==> src/rtl/frc_pkg.sv <==
package frc_pkg;
  localparam int unsigned MAX_LEN_DEF = 1100;
  localparam int unsigned SETTLE_DEF  = 64;
  localparam int unsigned CODE_W      = 3;
  localparam int unsigned NUM_RATES   = 9;

  // cycles per frame for each supported bit rate, and the code it maps to
  localparam int unsigned RATE_LEN  [NUM_RATES] = '{32, 64, 96, 128, 192, 193, 256, 512, 1024};
  localparam int unsigned RATE_CODE [NUM_RATES] = '{0, 1, 2, 3, 4, 4, 5, 6, 7};
endpackage

==> src/rtl/frc_frame_counter.sv <==
module frc_frame_counter #(
  parameter int unsigned MAX_LEN = 1100,
  parameter int unsigned CNT_W   = 11
) (
  input  logic             clk_i,
  input  logic             rst_ni,
  input  logic             fsync_i,
  output logic             frame_stb_o,
  output logic [CNT_W-1:0] frame_len_o,
  output logic             ovf_o
);
  localparam logic [CNT_W-1:0] SAT_V = CNT_W'(MAX_LEN + 1);

  logic             fs_q;
  logic             armed_q;
  logic [CNT_W-1:0] cnt_q;
  logic             rise;

  assign rise = fsync_i & ~fs_q;

  always_ff @(posedge clk_i or negedge rst_ni) begin
    if (!rst_ni) begin
      fs_q        <= 1'b1;  // a strobe already high at release is not an edge
      armed_q     <= 1'b0;
      cnt_q       <= '0;
      frame_stb_o <= 1'b0;
      frame_len_o <= '0;
      ovf_o       <= 1'b0;
    end else begin
      fs_q        <= fsync_i;
      frame_stb_o <= 1'b0;
      ovf_o       <= 1'b0;
      if (rise) begin
        armed_q <= 1'b1;
        cnt_q   <= CNT_W'(1);
        if (armed_q) begin
          frame_stb_o <= 1'b1;
          frame_len_o <= cnt_q;
        end
      end else if (armed_q) begin
        if (cnt_q < SAT_V) cnt_q <= cnt_q + CNT_W'(1);
        if (cnt_q == SAT_V - CNT_W'(1)) ovf_o <= 1'b1;
      end
    end
  end
endmodule

==> src/rtl/frc_classifier.sv <==
module frc_classifier
  import frc_pkg::*;
#(
  parameter int unsigned CNT_W = 11
) (
  input  logic [CNT_W-1:0]  len_i,
  output logic              known_o,
  output logic [CODE_W-1:0] code_o
);
  logic [NUM_RATES-1:0] hit;

  for (genvar i = 0; i < NUM_RATES; i++) begin : g_cmp
    assign hit[i] = (len_i == CNT_W'(RATE_LEN[i]));
  end

  always_comb begin
    code_o = '0;
    for (int i = 0; i < NUM_RATES; i++) begin
      if (hit[i]) code_o = code_o | CODE_W'(RATE_CODE[i]);
    end
  end

  assign known_o = |hit;
endmodule

==> src/rtl/frc_code_latch.sv <==
module frc_code_latch
  import frc_pkg::*;
#(
  parameter int unsigned CNT_W = 11
) (
  input  logic              clk_i,
  input  logic              rst_ni,
  input  logic              frame_stb_i,
  input  logic [CNT_W-1:0]  frame_len_i,
  input  logic              known_i,
  input  logic [CODE_W-1:0] code_i,
  input  logic              ovf_i,
  output logic [CODE_W-1:0] code_o,
  output logic              valid_o,
  output logic              error_o
);
  logic [CNT_W-1:0] prev_len_q;
  logic             prev_ok_q;

  always_ff @(posedge clk_i or negedge rst_ni) begin
    if (!rst_ni) begin
      prev_len_q <= '0;
      prev_ok_q  <= 1'b0;
      code_o     <= '0;
      valid_o    <= 1'b0;
      error_o    <= 1'b0;
    end else if (!valid_o) begin
      if (ovf_i) begin
        error_o   <= 1'b1;
        prev_ok_q <= 1'b0;
      end else if (frame_stb_i) begin
        if (!known_i) begin
          error_o   <= 1'b1;
          prev_ok_q <= 1'b0;
        end else if (prev_ok_q && frame_len_i == prev_len_q) begin
          code_o  <= code_i;
          valid_o <= 1'b1;
          error_o <= 1'b0;
        end else begin
          prev_len_q <= frame_len_i;
          prev_ok_q  <= 1'b1;
          error_o    <= 1'b0;
        end
      end
    end
  end
endmodule

==> src/rtl/frc_settle_timer.sv <==
module frc_settle_timer #(
  parameter int unsigned SETTLE_CYC = 64
) (
  input  logic clk_i,
  input  logic rst_ni,
  input  logic valid_i,
  output logic settled_o
);
  localparam int unsigned TW = $clog2(SETTLE_CYC + 1);

  logic [TW-1:0] tcnt_q;

  always_ff @(posedge clk_i or negedge rst_ni) begin
    if (!rst_ni) begin
      tcnt_q    <= '0;
      settled_o <= 1'b0;
    end else if (!valid_i) begin
      tcnt_q    <= '0;
      settled_o <= 1'b0;
    end else if (!settled_o) begin
      tcnt_q <= tcnt_q + TW'(1);
      if (tcnt_q == TW'(SETTLE_CYC - 1)) settled_o <= 1'b1;
    end
  end
endmodule

==> src/rtl/frc_ratio_detect.sv <==
module frc_ratio_detect
  import frc_pkg::*;
#(
  parameter int unsigned MAX_LEN    = MAX_LEN_DEF,
  parameter int unsigned SETTLE_CYC = SETTLE_DEF
) (
  input  logic              pclk_i,
  input  logic              rst_ni,
  input  logic              fsync_i,
  output logic [CODE_W-1:0] mult_code_o,
  output logic              valid_o,
  output logic              error_o,
  output logic              settled_o
);
  localparam int unsigned CNT_W = $clog2(MAX_LEN + 2);

  logic              frame_stb;
  logic [CNT_W-1:0]  frame_len;
  logic              ovf;
  logic              known;
  logic [CODE_W-1:0] code;

  frc_frame_counter #(.MAX_LEN(MAX_LEN), .CNT_W(CNT_W)) u_cnt (
    .clk_i       (pclk_i),
    .rst_ni      (rst_ni),
    .fsync_i     (fsync_i),
    .frame_stb_o (frame_stb),
    .frame_len_o (frame_len),
    .ovf_o       (ovf)
  );

  frc_classifier #(.CNT_W(CNT_W)) u_cls (
    .len_i   (frame_len),
    .known_o (known),
    .code_o  (code)
  );

  frc_code_latch #(.CNT_W(CNT_W)) u_lat (
    .clk_i       (pclk_i),
    .rst_ni      (rst_ni),
    .frame_stb_i (frame_stb),
    .frame_len_i (frame_len),
    .known_i     (known),
    .code_i      (code),
    .ovf_i       (ovf),
    .code_o      (mult_code_o),
    .valid_o     (valid_o),
    .error_o     (error_o)
  );

  frc_settle_timer #(.SETTLE_CYC(SETTLE_CYC)) u_set (
    .clk_i     (pclk_i),
    .rst_ni    (rst_ni),
    .valid_i   (valid_o),
    .settled_o (settled_o)
  );
endmodule

==> config.mk <==
export PLATFORM = sky130hd
export DESIGN_NAME = frc_ratio_detect
export DESIGN_NICKNAME = d
export VERILOG_FILES = /design/src/rtl/frc_pkg.sv /design/src/rtl/frc_frame_counter.sv /design/src/rtl/frc_classifier.sv /design/src/rtl/frc_code_latch.sv /design/src/rtl/frc_settle_timer.sv /design/src/rtl/frc_ratio_detect.sv
export SDC_FILE = /design/constraint.sdc
export NUM_CORES = 1
export LEC_CHECK = 0
export BUFFER_PORTS_ARGS = -buffer_cell sky130_fd_sc_hd__buf_2
export CORE_AREA = 4 4 68 117
export DETAILED_ROUTE_END_ITERATION = 8
export DIE_AREA = 0 0 72 121
export HOLD_SLACK_MARGIN = 0.1
export SKIP_LAST_GASP = 1
export SYNTH_ARGS = -nofsm -noshare
export SYNTH_HDL_FRONTEND = slang
export SYNTH_SLANG_ARGS = --single-unit
==> constraint.sdc <==
create_clock -name pclk_i -period 2.45 [get_ports pclk_i]
set_input_delay 0.3675 -clock pclk_i [delete_from_list [all_inputs] [get_ports pclk_i]]
set_output_delay 0.3675 -clock pclk_i [all_outputs]
set_load 0.05 [all_outputs]
==> results of run 1 <==
[layout make-up]
| cell class | instances | area [um^2] | share of cell area |
|---|---|---|---|
| Timing Repair Buffer | 16 | 100.1 | 0.03487 |
| Clock inverter | 1 | 5.005 | 0.001744 |
| Tap cell | 86 | 107.6 | 0.03749 |
| Inverter | 5 | 18.77 | 0.006539 |
| Clock buffer | 7 | 132.6 | 0.04621 |
| Sequential cell | 51 | 1277 | 0.4451 |
| Multi-Input combinational cell | 171 | 1229 | 0.4281 |
[metal layers]
| layer | share of wire | up-vias | GRT usage | wire, um |
|---|---|---|---|---|
| li1 | - | 860 | - | - |
| met1 | 0.37 | 866 | 0.1382 | 1865 |
| met2 | 0.59 | 27 | 0.2540 | 3000 |
| met3 | 0.026 | 9 | 0.02653 | 131 |
| met4 | 0.019 | 0 | 0.04706 | 97 |
| met5 | 0 | - | 0 | 0 |
[how the worst max path moves through the flow]
stage | startpoint | endpoint | slack [ns]
2_1_floorplan | u_cnt.frame_len_o[5]$_DFFE_PN0P_ | u_lat.prev_len_q[0]$_DFFE_PN0P_ | 0.48
3_3_place_gp | u_cnt.frame_len_o[1]$_DFFE_PN0P_ | u_lat.prev_len_q[10]$_DFFE_PN0P_ | 0.36
3_5_place_dp | u_cnt.frame_len_o[1]$_DFFE_PN0P_ | u_lat.prev_len_q[10]$_DFFE_PN0P_ | 0.31
4_1_cts | u_cnt.frame_len_o[1]$_DFFE_PN0P_ | u_lat.prev_len_q[10]$_DFFE_PN0P_ | 0.29
5_1_grt | u_cnt.frame_len_o[5]$_DFFE_PN0P_ | u_lat.prev_len_q[10]$_DFFE_PN0P_ | 0.13
6_report | u_cnt.frame_len_o[1]$_DFFE_PN0P_ | u_lat.prev_len_q[10]$_DFFE_PN0P_ | 0.32
[cells in the mapped netlist (all sizes together) (6+ instances only)]
library cell,number
nand4,7
nor3,6
nand2,14
mux2,18
xnor2,21
and2,7
dfrtp,50
nor2b,8
o21ai,15
nor2,15
nand3,6
buf,6
nor4,6
clkbuf,6
xor2,6
[sequential cells by signal, summed over array words and instances (netlist names)]
name and flops:
u_cnt.cnt_q 11, u_cnt.frame_len_o 11, u_lat.prev_len_q 11, u_set.tcnt_q 7
u_lat.code_o 3, u_cnt.armed_q 1, u_cnt.frame_stb_o 1, u_cnt.fs_q 1
u_cnt.ovf_o 1, u_lat.error_o 1, u_lat.prev_ok_q 1, u_lat.valid_o 1
u_set.settled_o 1
[critical path: stages (launching register included)]
cell and delay (ns):
sky130_fd_sc_hd__dfrtp_1 0.40, sky130_fd_sc_hd__or4_1 0.54, sky130_fd_sc_hd__nor3_1 0.35, sky130_fd_sc_hd__and3_4 0.37, sky130_fd_sc_hd__mux2_2 0.36
[kinds of logic (layout without fill, tap and decap cells)]
kind of cell | count (synthesis) | count (layout) | share of synthesized area
xor gates and xnor gates | 27 | 27 | 0.09113
muxes | 21 | 21 | 0.09547
adders and majority gates | 3 | 3 | 0.01447
DFF | 51 | 51 | 0.4923
and+or+nand+nor | 93 | 93 | 0.2040
AOI/OAI and AO/OA | 27 | 27 | 0.06847
buffers and inverters | 17 | 29 | 0.03423
[through the flow]
| step | std cells | util | hold slack [ns] | total power, mW | cell area (um^2) |
|---|---|---|---|---|---|
| 3_5_place_dp | 329 | 0.3860 | 0.4849 | 1.234 | 2733 |
| 2_1_floorplan | 239 | - | 0.07191 | 1.158 | 2595 |
| 3_3_place_gp | 329 | 0.3860 | 0.4843 | 1.229 | 2733 |
| 5_1_grt | 337 | 0.4054 | 0.1939 | 1.983 | 2870 |
| 4_1_cts | 337 | 0.4054 | 0.1923 | 1.906 | 2870 |
| 6_report | 337 | 0.4054 | 0.1946 | 1.871 | 2870 |
[power groups by stage]
stage                     clock, mW  sequential, mW  combinational (mW)
after floorplan                   0           0.972               0.186
after global routing          0.718           0.997               0.267
after CTS                     0.686           0.983               0.237
final                         0.658           0.983               0.230
after detailed placement          0           0.999               0.236
after global placement            0           0.996               0.233
==> run summary, run 1 <==
The flow ran to the end, and the final reports show no timing, DRC or antenna violations. TritonCTS built the clock tree. In this run the mean area of a mapped cell was 10.86 um^2. Gates resized during post-CTS repair numbered 0. The tools report the detailed-routing iteration count for the pre-antenna-repair pass as 4.

The tools report the critical register-to-register path startpoint as u_cnt.frame_len_o[1]$_DFFE_PN0P_. At the later pin of the worst-skew pair, clock insertion delay measures 0.28 ns. Counting flops with a built-in enable in the synthesized netlist gives 0. The internal portion of the total power is 1.402 mW. For the worst setup slack after placement, the log shows 0.3077 ns. Library cell used as clock root buffer: sky130_fd_sc_hd__clkbuf_16. The maximum frequency from static timing analysis was 469.6 MHz; the reg2reg setup slack was 0.32 ns. For the die area, the log shows 8712 um^2.

0 antenna diodes ended up in the layout. The leading register cell type out of synthesis was sky130_fd_sc_hd__dfrtp_1. The tools report the number of routed nets with antenna violations as 0. Synthesis inferred 51 register bits. IR analysis of the VDD net gives a maximum drop of 0.3538 mV. The relative max-transition margin came out at 0.5662. The tools report the max-slew violation total from the final report as 0. The tools report the sequential power share as 0.525. Using the TritonRoute via totals, the vias-per-cell ratio works out to 5.228.

The tools report the number of antenna violations at the first check in global routing as 0. The run gives 44 as the distinct cell type count after synthesis. For the pin with the worst max-slew slack, the measured transition is 0.6506 ns. For the combinational group share of total power, the log shows 0.123. Across the run, the number of max-cap violations was 0. Across the routed clock network, the largest skew measured is 0.004066 ns.

The endpoint identified for the worst register-to-register timing path is u_lat.prev_len_q[10]$_DFFE_PN0P_. For this block, the via count after detailed routing is 1762. The I/O pin count came out at 9. The first global-routing pass estimated 8963 um of wire.

In this run the vertical extent of the chip is 121 um. After floorplanning, the core was sized to cover 7079 um^2. The largest total area in the synthesized netlist belongs to sky130_fd_sc_hd__dfrtp_1. The number of cell rows was 41; the average wire per standard cell was 15.12 um. The maximum fanout along the worst path came out at 11. The library cell used most frequently in the layout, excluding fill and tap cells, is sky130_fd_sc_hd__dfrtp_1.

The endpoint arrival time on the critical path was 2.30 ns; the fraction of layout cells with a size suffix above 1 was 0.1793. The run gives 0.3205 ns as the worst setup slack after layout. Number of input and output port buffers inserted: 8. The signed area change from the synthesized netlist to the final layout is 10.61%, and the number of sinks on the clock net is 51. During synthesis, Yosys emitted a total of 0 warnings. In the final timing run, aggregate negative setup slack is 0 ns. The tools report the post-CTS setup buffer count as 0.

Setup repair after global routing left no endpoint under its margin. The switching fraction of total power is 0.2509, and the largest buffer count on any clock path is 2. STA classifies the critical path startpoint as a flop. After the last flow step, the layout net total stands at 256. For this design the static power due to leakage is 1.306 nW.

The final cycle utilization of the critical path was 0.8692; the fraction of post-synthesis cell area in the top cell type by area was 0.4822. The run gives 61 as the violation count after the first detailed-route iteration. Category of the worst setup path capture point: a flop. Data on the critical path is required at its endpoint by 2.62 ns. The run gives 0.352 as the clock network power share. Buffers inserted to repair hold after CTS numbered 0. The run gives 239 as the count of mapped cells out of synthesis.

The H-tree was split into 2 levels. The sum of routed wire length over all layers is 5095 um. Measured in cells, the most critical reg-to-reg path has a length of 4. Routability-driven placement finished with a final weighted congestion of 0.7361. Clock-pin slew was measured on the worst setup and hold paths at 0.06 ns.

The run gives 2595 um^2 as the cell area after synthesis. Entering global routing, the biggest net connects 52 pins. The number of clock buffers inserted by TritonCTS is 5. The overall track demand over capacity in global routing is 0.1327, and the total count of hold-check failures in the final report is 0.

In this run the power density over the cells is 651.9 nW/um^2. The layout has 713 filler cells. The setup path with the least slack is of type reg -> reg. Once detailed placement completed, the half-perimeter wirelength came to 3844 um. The post-synthesis sequential area ratio was 0.4923.

In the routed design, unresolved DRC markers number 0. The async set or reset register ratio after synthesis is 1.000, and the net count after synthesis is 245. Global routing finished with a remaining overflow of 0. The via count of the first global-routing pass was 1845; the horizontal extent of the die was 72 um. The min-delay analysis places its worst path in the category in -> async. For the starting density of the core, the log shows 0.3666. The top cell types in the final layout, fill and taps aside, are sky130_fd_sc_hd__dfrtp_1 (50), sky130_fd_sc_hd__xnor2_1 (21), sky130_fd_sc_hd__nor2_1 (15), sky130_fd_sc_hd__o21ai_0 (15). Setup violations remaining at the end of the flow were counted as 0. In this run the power spent charging and discharging nets is 469.4 uW. Ranked by total cell area, the synthesized netlist is headed by sky130_fd_sc_hd__dfrtp_1 (48%), sky130_fd_sc_hd__xnor2_1 (7.1%), sky130_fd_sc_hd__mux2_2 (6.1%). The shortest period the worst path allows works out to 2.130 ns.
(Power assumes the default switching activity.)
==> inputs of run 2 (changes only) <==
CORE_AREA = 4 4 60 103   (was 4 4 68 117)
DIE_AREA = 0 0 64 107   (was 0 0 72 121)
SYNTH_HIERARCHICAL = 1   (was unset)
==> run summary, run 2 <==
The height of the die was 107 um (-12%); the cell leakage power was 1.261 nW (-3.5%). The flow ran to the end, and the final reports show no timing, DRC or antenna violations. For the area of the core region, the log shows 5299 um^2 (-25%). The violation count after the first detailed-route iteration is 62 (+1.6%). The logs give 2769 um^2 (+1.3%) for the area of placed instances and 0 (unchanged) for the number of antenna violations at the first check in global routing.

The tools report the sum of routed wire length over all layers as 5285 um (+3.7%). The worst clock skew was 0.008914 ns (+0.004848 ns); the number of remaining DRC errors was 0 (unchanged). The tools report the number of clock buffers inserted by TritonCTS as 5 (unchanged). The run gives 440.2 MHz (-6.3%) as the maximum frequency from static timing analysis.

The async set or reset register ratio after synthesis is 1.000 (unchanged). The tools report the critical register-to-register path startpoint as u_cnt/frame_len_o[3]$_DFFE_PN0P_. The critical path in this run is classified as reg -> reg. Leaving out fill and tap cells, the most frequent cells in the layout are sky130_fd_sc_hd__dfrtp_1 (50), sky130_fd_sc_hd__mux2_2 (19), sky130_fd_sc_hd__o21ai_0 (16). The tools report the max-slew violation total from the final report as 0 (unchanged). After synthesis, the most frequently instantiated cells are sky130_fd_sc_hd__dfrtp_1 (50), sky130_fd_sc_hd__mux2_2 (19), sky130_fd_sc_hd__o21ai_0 (16), sky130_fd_sc_hd__xnor2_1 (15). For this design, the slowest cell found on the critical path is sky130_fd_sc_hd__nor4_2. The library cell used most frequently in the layout, excluding fill and tap cells, is sky130_fd_sc_hd__dfrtp_1. The maximum fanout along the worst path works out to 5 (-6). The run gives 0 (unchanged) as the count of endpoints failing setup in the final report.

The run gives 6848 um^2 (-21%) as the die area. In this run the critical register-to-register path is captured at u_lat/code_o[2]$_DFFE_PN0P_. For the number of gates resized after CTS, the log shows 0 (unchanged). The number of hold buffers added after cts is 0 (unchanged). The library cell used as clock root buffer was sky130_fd_sc_hd__clkbuf_8.

Average wire per standard cell: 16.36 um (+8.2%). The clock transition at the registers of the reported paths was 0.09 ns (+0.03 ns). The logs give 0.4911 (-0.001184) for the post-synthesis sequential area ratio and 0.7873 (+7.0%) for the placer congestion estimate.

The residual overflow from global routing was 0 (unchanged); the worst setup slack after layout was 0.1785 ns (-0.1420 ns). The count of fill cells added during filler insertion came out at 504 (-29%). The fraction of layout cells with a size suffix above 1 is 0.2289 (+0.04963), and the total number of H-tree levels is 2 (unchanged).

The count of mapped cells out of synthesis was 230 (-3.8%). The number of nets in the layout came out at 254 (-0.78%). Setup repair after global routing left no endpoint under its margin. Fraction of post-synthesis cell area in the top cell type by area: 0.4810 (-0.001160). The synthesized area divided by synthesized cell count was 11.31 um^2 (+4.2%).

After synthesis, the cell types taking the most area are sky130_fd_sc_hd__dfrtp_1 (48%), sky130_fd_sc_hd__mux2_2 (8.2%), sky130_fd_sc_hd__xnor2_1 (5.1%). The final cycle utilization of the critical path is 0.9272 (+0.05797), and the total number of yosys warnings is 6 (+6). The per-cell via count in the routed design came out at 5.687 (+8.8%).

The number of cell rows is 35 (-15%). Walking the worst path, the cells encountered are nor4_2 > o2111ai_1 > o211ai_1 > nand2_2 > nor3_4 > nor4b_4 > mux2_1. The run gives 2601 um^2 (+0.24%) as the cell area after synthesis.

The data required time at the worst endpoint was 2.64 ns (+0.02 ns). The relative max-transition margin is 0.5227 (-0.04350). The path class of the tightest hold or removal check is in -> async. The largest buffer count on any clock path came out at 2 (unchanged). The worst setup path is captured at a flop.

The net count after synthesis was 236 (-3.7%); the detailed-routing iteration count for the pre-antenna-repair pass was 4 (unchanged). The run gives 9 (unchanged) as the I/O pin count. Among all flip-flop cells after synthesis, the most frequent one is sky130_fd_sc_hd__dfrtp_1. The shortest period the worst path allows works out to 2.272 ns (+0.1420 ns). Max-capacitance violation count: 0 (unchanged). The number of synthesized register bits works out to 51 (unchanged). The power density over cell area is 705.3 nW/um^2 (+8.2%). For the number of routed nets with antenna violations, the log shows 0 (unchanged). The maximum VDD drop is 0.4054 mV (+15%). The signed area change from the synthesized netlist to the final layout works out to 11.11%. The horizontal extent of the die was 64 um (-11%). The pin count of the biggest net entering global routing is 34 (-35%). The worst setup slack after placement was 0.2205 ns (-0.08716 ns). For the half-perimeter wire length after placement, the log shows 4122 um (+7.2%). The final setup TNS is 0 ns (unchanged). TritonCTS built the clock tree. The delay of the slowest cell on the worst path is 0.45 ns (-0.09 ns), and the depth of the worst register-to-register path is 7 (+3). The worst setup path is launched from a flop. The final instance area is 2890 um^2 (+0.70%). The total vias in the final route is 1837 (+4.3%), and the distinct cell type count after synthesis is 49 (+11%). The tools report the first-pass GRT wire length as 8804 um (-1.8%). The tools report the insertion delay to the later sink of the worst-skew pair as 0.31 ns (+0.03 ns).

The number of enable flip-flop cells after synthesis came out at 0 (unchanged). For the reg2reg setup slack, the log shows 0.18 ns (-0.14 ns). The endpoint arrival time on the critical path is 2.46 ns (+0.16 ns), and the number of antenna repair diodes is 0 (unchanged).

The largest registers in the layout are u_cnt/cnt_q (11), u_cnt/frame_len_o (11), u_lat/prev_len_q (11). The post-CTS setup buffer count came out at 0 (unchanged). Most common cell in the synthesized netlist: sky130_fd_sc_hd__dfrtp_1.

Number of sinks on the clock net: 51 (unchanged). Summed over all instances, the cell type with the most area after synthesis is sky130_fd_sc_hd__dfrtp_1. The run gives 0 (unchanged) as the total count of hold-check failures in the final report.

The starting density of the core was 0.4909 (+0.1243). The tools report the via count of the first global-routing pass as 1877 (+1.7%). Overall track demand over capacity in global routing: 0.1672 (+0.03450). The number of input and output port buffers inserted works out to 8 (unchanged). The slew of the pin with the lowest slew margin works out to 0.7159 ns (+0.06525 ns).
[run 2: cell types whose count changed in the layout (fill, tap and decap cells not counted), moves of 6 or more]
cell	change
sky130_fd_sc_hd__a21oi_1	+10
sky130_fd_sc_hd__clkbuf_8	+6
sky130_fd_sc_hd__nor2_1	-8
sky130_fd_sc_hd__nor2b_1	-6
sky130_fd_sc_hd__nor4_1	-6
sky130_fd_sc_hd__xnor2_1	-6
[run 2: cell type report]
cell class / instances / area, um^2 / area share
inverters: 5 / 18.77 / 0.006494
well taps: 74 / 92.59 / 0.03203
repair buffers: 16 / 100.1 / 0.03463
multi-input cells: 169 / 1280 / 0.4429
clock inverters: 2 / 38.79 / 0.01342
clock buffers: 6 / 82.58 / 0.02857
flip-flops and latches: 51 / 1277 / 0.4420
[run 2: per-layer routing]
layer  vias to the layer above  track usage  wire length, um
li1                        881            -                -
met1                       917       0.1540             1842
met2                        26       0.3383             3138
met3                        13      0.02516              110
met4                         0      0.08037              194
met5                         -            0                0
[run 2: power breakdown]
| group | internal [mW] | total (mW) | leakage [nW] | switching [mW] |
|---|---|---|---|---|
| registers | 0.925 | 1.05 | 0.686 | 0.122 |
| logic | 0.161 | 0.374 | 0.514 | 0.213 |
| clock network | 0.336 | 0.618 | 0.0618 | 0.282 |
| total | 1.42 | 2.04 | 1.26 | 0.616 |
[run 2: worst max-delay path: cells and delay by family (launching register included)]
kind / cells / cell delay, ns
AO/OA/AOI/OAI: 2 / 0.32
AND/OR/NAND/NOR: 4 / 1.04
multiplexers: 1 / 0.36
flip-flops: 1 / 0.44
[run 2: kinds of logic (layout without fill, tap and decap cells)]
logic type      count (synthesis)  count (layout)  share of synthesized area
simple gates                   78              78                     0.1963
flops                          51              51                     0.4911
xor+xnor                       17              17                    0.05724
fa+ha+maj                       3               3                    0.01443
compound gates                 47              47                     0.1207
mux                            24              24                     0.1034
buf+inv                        10              29                    0.01683
[run 2: stage by stage]
stage                     hold WS, ns    util  cells  power, mW
after detailed placement       0.4631  0.5226    315      1.443
after CTS                      0.1350  0.5455    323      2.068
after floorplan               0.07191       -    230      1.316
after global routing           0.1504  0.5455    323      2.158
after global placement         0.4656  0.5226    315      1.437
final                          0.1086  0.5455    323      2.038
[run 2: worst max path at each step]
| stage | startpoint | endpoint | slack (ns) | cells after the start |
|---|---|---|---|---|
| after floorplan | u_cnt/frame_len_o[6]$_DFFE_PN0P_ | u_lat/code_o[0]$_DFFE_PN0P_ | 0.18 | 7 |
| after global placement | u_cnt/frame_len_o[5]$_DFFE_PN0P_ | u_lat/code_o[0]$_DFFE_PN0P_ | 0.25 | 7 |
| after detailed placement | u_cnt/frame_len_o[3]$_DFFE_PN0P_ | u_lat/code_o[1]$_DFFE_PN0P_ | 0.22 | 7 |
| after CTS | u_cnt/frame_len_o[3]$_DFFE_PN0P_ | u_lat/code_o[2]$_DFFE_PN0P_ | 0.19 | 7 |
| after global routing | u_cnt/frame_len_o[5]$_DFFE_PN0P_ | u_lat/code_o[0]$_DFFE_PN0P_ | 0.01 | 7 |
| final | u_cnt/frame_len_o[3]$_DFFE_PN0P_ | u_lat/code_o[2]$_DFFE_PN0P_ | 0.18 | 7 |
==> inputs of run 3 (changes only) <==
CELL_PAD_IN_SITES_DETAIL_PLACEMENT = 0   (was unset)
CELL_PAD_IN_SITES_GLOBAL_PLACEMENT = 1   (was unset)
PLACE_DENSITY_LB_ADDON = 0.1   (was unset)
==> run summary, run 3 (synthesis results as in run 2) <==
The total vias in the final route came out at 1825 (-0.65%). The run finished with clean final reports. The power density over cell area works out to 671.9 nW/um^2 (-4.7%). Broken down by cell family, the worst path's largest delay share belongs to simple AND/OR/NAND/NOR gates. The tools report the library cell used as clock root buffer as sky130_fd_sc_hd__clkbuf_8. The layer flagged by global routing as most heavily used is met2. The class of the most critical setup path is reg -> reg.

The area of placed instances is 2754 um^2 (-0.54%). The total number of H-tree levels is 2 (unchanged), and the residual overflow from global routing is 0 (unchanged). The clock transition at the registers of the reported paths came out at 0.09 ns (about the same). The cell count after placement was 313 (-0.63%); the shortest period the worst path allows was 2.291 ns (+0.01940 ns). The number of cell rows was 35 (unchanged); the placer congestion estimate was 0.8617 (+9.5%).

The most critical setup path has its startpoint at u_cnt/frame_len_o[6]$_DFFE_PN0P_. The library cells used most frequently in the layout, excluding fill and tap cells, are sky130_fd_sc_hd__dfrtp_1 (50), sky130_fd_sc_hd__mux2_2 (19), sky130_fd_sc_hd__o21ai_0 (16). The logs give 0.3015 mV (-26%) for the maximum VDD drop and 0.5381 (-0.007320) for the core occupancy in the finished layout. The die area is 6848 um^2 (unchanged), and the fraction of layout cells with a size suffix above 1 is 0.2308 (+0.001854).

Cell leakage power: 1.241 nW (-1.6%). The number of nets in the layout is 252 (-0.79%), and the per-cell via count in the routed design is 5.685 (about the same). The number of antenna repair diodes is 0 (unchanged).

The delay of the slowest cell on the worst path is 0.53 ns (+0.08 ns). Height of the die: 107 um (unchanged). The type of the worst min-delay path was in -> async. The slowest cell on the critical path was sky130_fd_sc_hd__dfrtp_1. The maximum frequency from static timing analysis is 436.5 MHz (-0.85%), and the worst setup slack after layout is 0.1591 ns (-0.01940 ns).

The number of input and output port buffers inserted is 8 (unchanged), and the max-slew violation total from the final report is 0 (unchanged). The logs give 0 ns (unchanged) for the final setup TNS and 495 (-1.8%) for the count of fill cells added during filler insertion. The critical path goes through nor4_4 > o2111ai_1 > o211ai_1 > nand2_2 > nor3_4 > buf_4 > o31ai_2 > mux2_1. The run gives 0 (unchanged) as the number of gates resized after CTS.

Worst clock skew: 0.004814 ns (-0.004100 ns). Relative max-transition margin: 0.5823 (+0.05954). The final cycle utilization of the critical path is 0.9351 (+0.007917). The run gives 2.48 ns (+0.02 ns) as the endpoint arrival time on the critical path. Number of gates on the worst path with buffers counted: 8 (+1). The critical register-to-register path startpoint was u_cnt/frame_len_o[6]$_DFFE_PN0P_. The reg2reg setup slack was 0.16 ns (-0.02 ns). The run gives 0.3138 (-0.02443) as the met2 layer usage reported by global route.

Detailed-routing iteration count for the pre-antenna-repair pass: 4 (unchanged). The logs give 1885 (+0.43%) for the via count of the first global-routing pass and 1.916 mW (-6.0%) for the total chip power. The critical path ends at u_lat/prev_len_q[8]$_DFFE_PN0P_. The pin count of the biggest net entering global routing was 52 (+53%); the largest buffer count on any clock path was 2 (unchanged). The depth of the worst register-to-register path was 8 (+1); the half-perimeter wire length after placement was 3992 um (-3.1%). The run gives 0.1647 (-0.002459) as the overall track demand over capacity in global routing. The endpoint identified for the worst register-to-register timing path is u_lat/prev_len_q[8]$_DFFE_PN0P_.

The library cell used most frequently in the layout, excluding fill and tap cells, is sky130_fd_sc_hd__dfrtp_1. Relative to the synthesized area, the layout overhead comes to 9.620%. The run gives 0.4909 (unchanged) as the starting density of the core.

For the worst setup slack after placement, the log shows 0.2067 ns (-0.01385 ns). STA classifies the critical path startpoint as a flop. For the number of hold buffers added after cts, the log shows 0 (unchanged). The area of the core region is 5299 um^2 (unchanged). Setup repair after global routing left no endpoint under its margin. The tools report the number of remaining DRC errors as 0 (unchanged).

Category of the worst setup path capture point: a flop. For the number of clock buffers inserted by TritonCTS, the log shows 5 (unchanged). In the final layout, the registers with the most flip-flops are u_cnt/cnt_q (11), u_cnt/frame_len_o (11), u_lat/prev_len_q (11). Max-capacitance violation count: 0 (unchanged). For the data required time at the worst endpoint, the log shows 2.63 ns (about the same). The run gives 2851 um^2 (-1.3%) as the final instance area.

The sum of routed wire length over all layers came out at 5330 um (+0.85%). TritonCTS built the clock tree. The logs give 0 (unchanged) for the total count of hold-check failures in the final report and 51 (unchanged) for the number of sinks on the clock net. The number of routed nets with antenna violations is 0 (unchanged). The insertion delay to the later sink of the worst-skew pair was 0.30 ns (about the same); the maximum fanout along the worst path was 11 (+6). The slew of the pin with the lowest slew margin works out to 0.6266 ns (-0.08931 ns). Minimum hold slack: 0.1722 ns (+0.06359 ns).

The count of endpoints failing setup in the final report is 0 (unchanged). The sum of buffers and inverters on the critical path is 1 (+1), and the violation count after the first detailed-route iteration is 71 (+15%). The number of antenna violations at the first check in global routing was 0 (unchanged). The horizontal extent of the die is 64 um (unchanged), and the met1 usage is 0.1654 (+0.01142). The tools report the count of placed standard cells in the final layout, fillers left out as 321 (-0.62%). The post-CTS setup buffer count is 0 (unchanged). The average wire per standard cell is 16.60 um (+1.5%), and the met3 layer usage reported by global route is 0.02516 (unchanged). The logs give 9 (unchanged) for the I/O pin count and 8769 um (-0.40%) for the first-pass GRT wire length.
==> run 3: power by group <==
part           leakage, nW  switching [mW]  internal [mW]  total (mW)
Sequential           0.686           0.129          0.925        1.05
Combinational        0.507           0.224          0.164       0.389
Clock               0.0483           0.272          0.201       0.473
Total                 1.24           0.625           1.29        1.92
==> run 3: final cells by class <==
class | count | area (um^2) | share of cell area
inverters | 5 | 18.77 | 0.006582
well taps | 74 | 92.59 | 0.03247
multi-input cells | 169 | 1290 | 0.4524
clock buffers | 5 | 68.82 | 0.02413
flip-flops and latches | 51 | 1277 | 0.4480
repair buffers | 14 | 85.08 | 0.02984
clock inverters | 3 | 18.77 | 0.006582
==> run 3: worst reg2reg max path: stages, from the launching register on <==
cell,delay (ns)
sky130_fd_sc_hd__dfrtp_1,0.53
sky130_fd_sc_hd__nor4_4,0.38
sky130_fd_sc_hd__o2111ai_1,0.18
sky130_fd_sc_hd__o211ai_1,0.17
sky130_fd_sc_hd__nand2_2,0.13
sky130_fd_sc_hd__nor3_4,0.14
sky130_fd_sc_hd__buf_4,0.21
sky130_fd_sc_hd__o31ai_2,0.12
sky130_fd_sc_hd__mux2_1,0.33
==> run 3: worst min path at each step <==
stage                           startpoint                                 to  depth (start not counted)
2_1_floorplan                       rst_ni          u_cnt/armed_q$_DFFE_PN0P_                          0
3_3_place_gp   u_lat/code_o[2]$_DFFE_PN0P_        u_lat/code_o[2]$_DFFE_PN0P_                          1
3_5_place_dp   u_lat/code_o[0]$_DFFE_PN0P_        u_lat/code_o[0]$_DFFE_PN0P_                          1
4_1_cts                            fsync_i               u_cnt/fs_q$_DFF_PN1_                          1
5_1_grt                            fsync_i               u_cnt/fs_q$_DFF_PN1_                          1
6_report                            rst_ni  u_cnt/frame_len_o[10]$_DFFE_PN0P_                          2
==> run 3: metal layers <==
layer,part of all wire,vias to the layer above,wire (um)
li1,-,881,-
met1,0.37,897,1965
met2,0.57,33,3037
met3,0.024,14,130
met4,0.037,0,196
met5,0,-,0
